**config.mk**
```make
export PLATFORM = sky130hd
export DESIGN_NAME = ind_access_unit
export DESIGN_NICKNAME = d
export VERILOG_FILES = /design/src/rtl/ind_access_pkg.sv /design/src/rtl/ind_addr_resolve.sv /design/src/rtl/ind_write_gate.sv /design/src/rtl/ind_rsp_reg.sv /design/src/rtl/ind_access_unit.sv
export SDC_FILE = /design/constraint.sdc
export NUM_CORES = 1
export LEC_CHECK = 0
export BUFFER_PORTS_ARGS = -buffer_cell sky130_fd_sc_hd__buf_2
export CORE_ASPECT_RATIO = 0.9
export CORE_UTILIZATION = 37
export DETAILED_ROUTE_END_ITERATION = 12
export GPL_ROUTABILITY_DRIVEN = 0
export GPL_TIMING_DRIVEN = 0
export PLACE_DENSITY = 0.83
export RECOVER_POWER = 100
export SYNTH_ARGS = -nofsm -noshare
export SYNTH_HDL_FRONTEND = slang
export SYNTH_HIERARCHICAL = 1
export SYNTH_SLANG_ARGS = --single-unit
```
**constraint.sdc**
```tcl
create_clock -name clk -period 2.9 [get_ports clk]
set_input_delay 0.29 -clock clk [delete_from_list [all_inputs] [get_ports clk]]
set_output_delay 0.29 -clock clk [all_outputs]
set_load 0.005 [all_outputs]
```
**src/rtl/ind_access_pkg.sv**
```systemverilog
package ind_access_pkg;
  parameter int unsigned FA_W  = 7;
  parameter int unsigned PTR_W = 8;
  parameter int unsigned DW    = 8;
  localparam int unsigned EA_W = PTR_W + 1;

  typedef enum logic [1:0] {
    ACC_DIRECT   = 2'd0,
    ACC_INDIRECT = 2'd1,
    ACC_SELFREF  = 2'd2
  } acc_kind_e;

  typedef struct packed {
    logic            rd;
    logic            wr;
    logic [DW-1:0]   wdata;
  } acc_op_t;
endpackage

```
**src/rtl/ind_addr_resolve.sv**
```systemverilog
module ind_addr_resolve
  import ind_access_pkg::*;
#(
  parameter int unsigned          P_FA_W  = FA_W,
  parameter int unsigned          P_PTR_W = PTR_W,
  parameter logic [P_FA_W-1:0]    IND_ADDR = '0,
  localparam int unsigned         P_EA_W  = P_PTR_W + 1
) (
  input  logic [P_FA_W-1:0]   faddr,
  input  logic [P_PTR_W-1:0]  ptr,
  input  logic                bank,
  output logic [P_EA_W-1:0]   eaddr,
  output acc_kind_e           kind
);
  logic               names_ind;
  logic [P_EA_W-1:0]  ind_ea;
  logic [P_EA_W-1:0]  dir_ea;

  assign names_ind = (faddr == IND_ADDR);
  assign ind_ea    = {bank, ptr};

  generate
    if (P_EA_W > P_FA_W) begin : g_zext
      assign dir_ea = {{(P_EA_W-P_FA_W){1'b0}}, faddr};
    end else begin : g_trunc
      assign dir_ea = faddr[P_EA_W-1:0];
    end
  endgenerate

  always_comb begin
    if (!names_ind) begin
      eaddr = dir_ea;
      kind  = ACC_DIRECT;
    end else begin
      eaddr = ind_ea;
      kind  = (ind_ea[P_FA_W-1:0] == IND_ADDR) ? ACC_SELFREF : ACC_INDIRECT;
    end
  end
endmodule

```
**src/rtl/ind_write_gate.sv**
```systemverilog
module ind_write_gate
  import ind_access_pkg::*;
(
  input  logic       clk,
  input  logic       rst_n,
  input  logic       fire,
  input  logic       wr,
  input  acc_kind_e  kind,
  output logic       we,
  output logic       flag_upd
);
  logic wr_fire;

  assign wr_fire  = fire && wr;
  assign flag_upd = wr_fire;
  assign we       = wr_fire && (kind != ACC_SELFREF);


  selfref_wr_chk: assert property (@(posedge clk) disable iff (!rst_n)
    (fire && wr && kind == ACC_SELFREF) |-> (!we && flag_upd));


  idle_no_we_chk: assert property (@(posedge clk) disable iff (!rst_n)
    (!fire) |-> (!we && !flag_upd));
endmodule

```
**src/rtl/ind_rsp_reg.sv**
```systemverilog
module ind_rsp_reg
  import ind_access_pkg::*;
#(
  parameter int unsigned P_DW = DW
) (
  input  logic            clk,
  input  logic            rst_n,
  input  logic            load,
  input  logic            zero,
  input  logic [P_DW-1:0] din,
  output logic            valid,
  input  logic            ready,
  output logic [P_DW-1:0] data,
  output logic            slot_free
);
  assign slot_free = !valid || ready;

  always_ff @(posedge clk) begin
    if (!rst_n) begin
      valid <= 1'b0;
      data  <= '0;
    end else begin
      if (load) begin
        valid <= 1'b1;
        data  <= zero ? '0 : din;
      end else if (ready) begin
        valid <= 1'b0;
      end
    end
  end


  rsp_hold_chk: assert property (@(posedge clk) disable iff (!rst_n)
    (valid && !ready) |=> (valid && $stable(data)));


  rsp_origin_chk: assert property (@(posedge clk) disable iff (!rst_n)
    $rose(valid) |-> $past(load));


  rsp_zero_chk: assert property (@(posedge clk) disable iff (!rst_n)
    (load && zero) |=> (valid && data == '0));
endmodule

```
**src/rtl/ind_access_unit.sv**
```systemverilog
module ind_access_unit
  import ind_access_pkg::*;
#(
  parameter int unsigned       T_FA_W  = FA_W,
  parameter int unsigned       T_PTR_W = PTR_W,
  parameter int unsigned       T_DW    = DW,
  parameter logic [T_FA_W-1:0] T_IND   = '0,
  localparam int unsigned      T_EA_W  = T_PTR_W + 1
) (
  input  logic               clk,
  input  logic               rst_n,
  input  logic               req_valid,
  output logic               req_ready,
  input  logic [T_FA_W-1:0]  req_faddr,
  input  logic               req_rd,
  input  logic               req_wr,
  input  logic [T_DW-1:0]    req_wdata,
  input  logic [T_PTR_W-1:0] ptr_q,
  input  logic               bank_sel,
  output logic [T_EA_W-1:0]  rf_addr,
  output logic               rf_we,
  output logic [T_DW-1:0]    rf_wdata,
  input  logic [T_DW-1:0]    rf_rdata,
  output logic               flag_upd,
  output logic               rsp_valid,
  input  logic               rsp_ready,
  output logic [T_DW-1:0]    rsp_data
);
  acc_kind_e kind;
  logic      fire;
  logic      slot_free;

  assign req_ready = slot_free;
  assign fire      = req_valid && slot_free;
  assign rf_wdata  = req_wdata;

  ind_addr_resolve #(
    .P_FA_W(T_FA_W), .P_PTR_W(T_PTR_W), .IND_ADDR(T_IND)
  ) u_resolve (
    .faddr(req_faddr), .ptr(ptr_q), .bank(bank_sel),
    .eaddr(rf_addr), .kind(kind)
  );

  ind_write_gate u_wgate (
    .clk(clk), .rst_n(rst_n), .fire(fire), .wr(req_wr),
    .kind(kind), .we(rf_we), .flag_upd(flag_upd)
  );

  ind_rsp_reg #(.P_DW(T_DW)) u_rsp (
    .clk(clk), .rst_n(rst_n),
    .load(fire && req_rd), .zero(kind == ACC_SELFREF), .din(rf_rdata),
    .valid(rsp_valid), .ready(rsp_ready), .data(rsp_data),
    .slot_free(slot_free)
  );


  stall_chk: assert property (@(posedge clk) disable iff (!rst_n)
    (rsp_valid && !rsp_ready) |-> (!req_ready && !rf_we));


  we_pulse_chk: assert property (@(posedge clk) disable iff (!rst_n)
    (rf_we && !req_valid) |-> 1'b0);


  rsp_capture_chk: assert property (@(posedge clk) disable iff (!rst_n)
    (fire && req_rd && kind != ACC_SELFREF) |=> (rsp_data == $past(rf_rdata)));
endmodule

```
## After elaboration in Yosys (flattened, before gate mapping)

Cells that the tools add are included.
W data, S select, Z words.

| storage, ports and cells | value |
|---|---|
| bits in latches | 0 |
| register bits after elaboration | 9 |
| memory bits (read-only) | 0 |
| bits in writable memories | 0 |
| memories | 0 |
| logic and storage cells | 19 |
| input bits | 38 |

| operators by class | value |
|---|---|
| shift operators | 0 |
| $mul | 0 |
| bitwise logic cells | 0 |
| $lt $le $gt $ge | 0 |
| div/mod/pow operators | 0 |
| mux-type cells | 6 |
| reductions and logical operators | 9 |
| eq/ne operators | 2 |
| add/sub/neg operators | 0 |

Operators with widths:

| operator | number |
|---|---|
| $logic_not A7 Y1 | 2 |
| $mux W9 | 1 |
| $mux W8 | 1 |
| $logic_and A1 B1 Y1 | 4 |
| $mux W2 | 2 |
| $eq A2 B2 Y1 const B | 1 |
| $mux W1 | 2 |
| $ne A2 B2 Y1 const B | 1 |
| $reduce_bool A2 Y1 | 1 |
| $logic_not A1 Y1 | 1 |
| $logic_or A1 B1 Y1 | 1 |

## Longest topological paths before layout

| depth | value |
|---|---|
| word-level depth | 5 |
| depth in mapped cells | 5 |
| depth with buffers taken out | 5 |

## Hierarchy

The synthesis kept the hierarchy.

By module, submodules not included:

| module | seq. area each (um^2) | area an instance (um^2) | instances | cells each |
|---|---|---|---|---|
| ind_rsp_reg | 180.2 | 361.6 | 1 | 38 |
| ind_addr_resolve | 0.0 | 172.7 | 1 | 26 |
| ind_access_unit | 0.0 | 78.8 | 1 | 11 |
| ind_write_gate | 0.0 | 31.3 | 1 | 3 |

## Least setup slack after synthesis

OpenSTA, ideal clock, no wires.

| timing path | value |
|---|---|
| path kind | input -> register |
| start | in req_faddr[0] |
| end | reg u_rsp.data[6] |
| setup time | 0.116 ns |
| data arrival time | 1.500 ns |
| slack | 1.284 ns |
| stages | 5 |
| buffers on the path | 0 |
| cell sequence | nor3_1 -> and4_1 -> nor2b_1 -> and4b_1 -> a31o_1 |

| on the way | value |
|---|---|
| cells in the longest elaborated chain, start to end | 4 |

Ends and longest elaborated chain:

| element | line | source |
|---|---|---|
| start: declaration | ind_access_unit.sv:14 | `input logic [T_FA_W-1:0] req_faddr,` |
| $logic_not A7 Y1 | ind_addr_resolve.sv:19 | `assign names_ind = (faddr == IND_ADDR);` |
| $mux W2 | ind_addr_resolve.sv:31 | `if (!names_ind) begin` |
| net kind[1] | ind_access_unit.sv:29 | `acc_kind_e kind;` |
| $eq A2 B2 Y1 | ind_access_unit.sv:51 | `.load(fire && req_rd), .zero(kind == ACC_SELFREF), .din(rf_rdata),` |
| $mux W8 | ind_rsp_reg.sv:25 | `data <= zero ? '0 : din;` |
| end signal: assignment | ind_rsp_reg.sv:25 |  |
| end: declaration | ind_rsp_reg.sv:13 | `output logic [P_DW-1:0] data,` |

The timed path passes the listed nets, and every way through them passes these cells.
A chain may end at the register's enable or synchronous reset.

## Worst setup path after layout

| timing path | value |
|---|---|
| start | in req_faddr[5] |
| end | out rf_we |

| on the way | value |
|---|---|
| cells in the longest elaborated chain, start to end | 4 |

Ends and longest elaborated chain:

| element | line | source |
|---|---|---|
| $logic_not A7 Y1 | ind_addr_resolve.sv:19 |  |
| $mux W2 | ind_addr_resolve.sv:31 |  |
| net kind[1] | ind_access_unit.sv:29 |  |
| $ne A2 B2 Y1 | ind_write_gate.sv:16 | `assign we = wr_fire && (kind != ACC_SELFREF);` |
| $logic_and A1 B1 Y1 | ind_write_gate.sv:16 |  |
| end: declaration | ind_access_unit.sv:21 | `output logic rf_we,` |

The timed path passes the listed nets, and every way through them passes these cells.

==> impl_metrics.toml <==
[worst_setup_path]
critPathRequiredTime_ns = 2.61
crit_type = "in2out"
rr_endpoint = "u_rsp/data[3]"
start_kind = "primary input"
crit_fanout = 6
critPathCaptureType = "primary output"
arrival_ns = 1.68
reg2reg_depth = 4
regToRegStartpoint = "u_rsp/valid"
rrSetupSlack_ns = 1.66

[power_and_ir_drop]
power.density_mw_per_mm2 = 323.7
leakagePower_nw = 0.5093
p_sw_frac = 0.2589
pwr-share-comb = 0.275
seq_power_share = 0.426
p_switching_mw = 0.08075
clkPwrFrac = 0.299
max-vdd-ir-drop_v = 0.0001491
intPower_mw = 0.2311

[routing]
num_vias = 791
drc = 0
wl_per_cell_um = 10.19
vias_per_cell = 4.913
finalWirelength_mm = 1.641
drtIter0Drc = 11
postRouteAntennaNets = 0
drt_pass1_iterations = 4

[yosys]
synth-edff-count = 0
yosys.area.top_type = "dfxtp_1"
yosys-top-cells-count = "9 x dfxtp_1, 8 x buf_4, 7 x nand2_1, 7 x nand3b_1, 7 x o21ai_1"
async_reset_ff_frac = 0
syn-num-nets = 116
yosysWarnings = 6
synth_top_cells_by_area = "dfxtp_1 28%, buf_4 9.3%, nand3b_1 8.2%, o21ai_1 5.4%, a41o_1 4.7%"
avgSynthCellArea_sq_um = 8.261
ys_seq_area_frac = 0.2796
synth-seq-cells = 9
synth_most_common_cell = "dfxtp_1"
synth.distinct_cells = 28
yosysTopAreaCellShare = 0.2796
syn_inst = 78
ys.flop_type = "dfxtp_1"
synthesis.area_sq_um = 644.4

[sta]
max_freq_mhz = 507.1
finalSetupViolCount = 0
whs_ns = 0.2726
setup-tns-final_ns = 0
fin_crit_sh = 0.6800
finalClockSkew_ns = 0.001973
max_slew_margin = 0.4725
fin_crit_ns = 1.972
rsz0062_at_grt = "false"
tightest_slew_ns = 0.7841
maxSlewViolCount = 0
final_hold_viol_count = 0

[final_layout]
seq_area_sq_um = 180.2
multi_input_area_sq_um = 350.3
fin_util = 0.6301
drive_gt1_frac = 0.4820
fillers = 155
design_area_sq_um = 963.4
final_cells = 161
n_antenna_cell = 0
syn_to_final_growth_pct = 49.51
fin_nets = 178

[die]
num_io_pins = 67
core_region_area_sq_mm = 0.001529
die-area_sq_mm = 0.001913
die_w_um = 45.99
die_h_um = 41.59
rows = 13
start_util = 0.4214

[clock_network]
holdBufCountCts = 0
clk_latency_ns = 0.25
cts_max_level = 1
cts_resized = 0
cts.sinks = 9
cts_setup_buffers = 0
cts.path.max_buffers = 2
path_clk_slew_ns = 0.06
tritoncts = "yes"
cts-root-buf = "clkbuf_4"
numCtsBuffers = 3

[global_route]
antenna_found_initial = 0
track_usage = 0.1677
grt_pass1_wl_mm = 2.497
grt_pass1_vias = 672
grt_overflow_total = 0
grt_max_degree = 11

[placed_design]
post_dp_cell_area_sq_um = 957.2
portBuffers = 57
dp_hpwl_mm = 1.379
dpl.cell_count = 157

[hold_path]
hold_start = "rf_rdata[0]"
whs_path_depth = 3
hp-class = "in2reg"
hold_end = "u_rsp/data[0]"

[run]
max-cap-violations = 0

[run_status]
status = "completed"
==> worst max-delay path by stage <==
stage | slack (ns) | start | end | cells past startpoint
CTS | 1.01 | req_faddr[5] | rf_we | 6
floorplan | 1.28 | req_faddr[0] | u_rsp/data[6] | 5
global route | 0.78 | req_faddr[5] | u_rsp/data[4] | 6
detailed placement | 0.91 | req_faddr[0] | u_rsp/data[6] | 6
global placement | 0.99 | req_faddr[0] | u_rsp/data[6] | 6
finish | 0.93 | req_faddr[5] | rf_we | 5
==> state kept, by name, summed over array words and instances, names as in the netlist <==
name / flops
u_rsp/valid: 1
u_rsp/data: 8
==> worst max-delay path, stage by stage <==
cell and delay [ns]:
clkbuf_1 0.12, nor4_1 0.71, and4_1 0.38, a21boi_4 0.06, buf_2 0.12
==> routing by layer <==
metal	up-vias	wire, um	global-route usage	part of all wire
met5	-	0	0	0
met4	0	0	0.07059	0
met1	347	661	0.1878	0.40
met3	0	140	0.02174	0.085
met2	45	839	0.3014	0.51
li1	399	-	-	-
==> power by group through the flow <==
| stage | registers [mW] | clock network (mW) | logic (mW) |
|---|---|---|---|
| final | 0.133 | 0.0933 | 0.0857 |
| after global routing | 0.133 | 0.101 | 0.0947 |
| after CTS | 0.133 | 0.0965 | 0.0900 |
| after detailed placement | 0.136 | 0 | 0.0897 |
| after global placement | 0.135 | 0 | 0.0875 |
| after floorplan | 0.136 | 0 | 0.0420 |
==> logic make-up (layout without fill, tap and decap cells) <==
family,after synthesis,count (layout),share of synthesized area
AOI/OAI and AO/OA,18,18,0.2253
DFF,9,9,0.2796
and+or+nand+nor,35,35,0.3321
buffers and inverters,16,77,0.1631
==> cell type report <==
cell class / instances / share of cell area
Timing Repair Buffer: 57 / 0.2844
Inverter: 6 / 0.02338
Sequential cell: 9 / 0.1870
Buffer: 10 / 0.08571
Tap cell: 22 / 0.02857
Multi-Input combinational cell: 53 / 0.3636
Clock buffer: 4 / 0.02727
==> stage by stage <==
stage	worst slack [ns]	power, mW
2_1_floorplan	1.284	0.1783
3_3_place_gp	0.9902	0.2228
3_5_place_dp	0.9098	0.2254
4_1_cts	1.010	0.3193
5_1_grt	0.7778	0.3293
6_report	0.9281	0.3119
==> placed cells by master (no fill, tap or decap) <==
cell and n:
and2_4 1, nor4_1 2, or3_1 1, dfxtp_1 9
a31o_2 3, nor2b_1 1, and4b_1 1, a21boi_0 1
clkbuf_4 10, clkbuf_1 10, a21boi_4 1, or4_1 1
inv_1 6, and4_1 1, nand2_1 7, a211oi_1 1
a31o_1 1, a41o_2 1, nor2_1 5, buf_2 48
o21ai_0 6, a41o_1 3, and2_0 1, nand2b_1 2
buf_4 1, nand3b_1 7, o21ai_1 1, buf_6 2
and3_1 3, nor3_1 2
(Power assumes the default switching activity.)
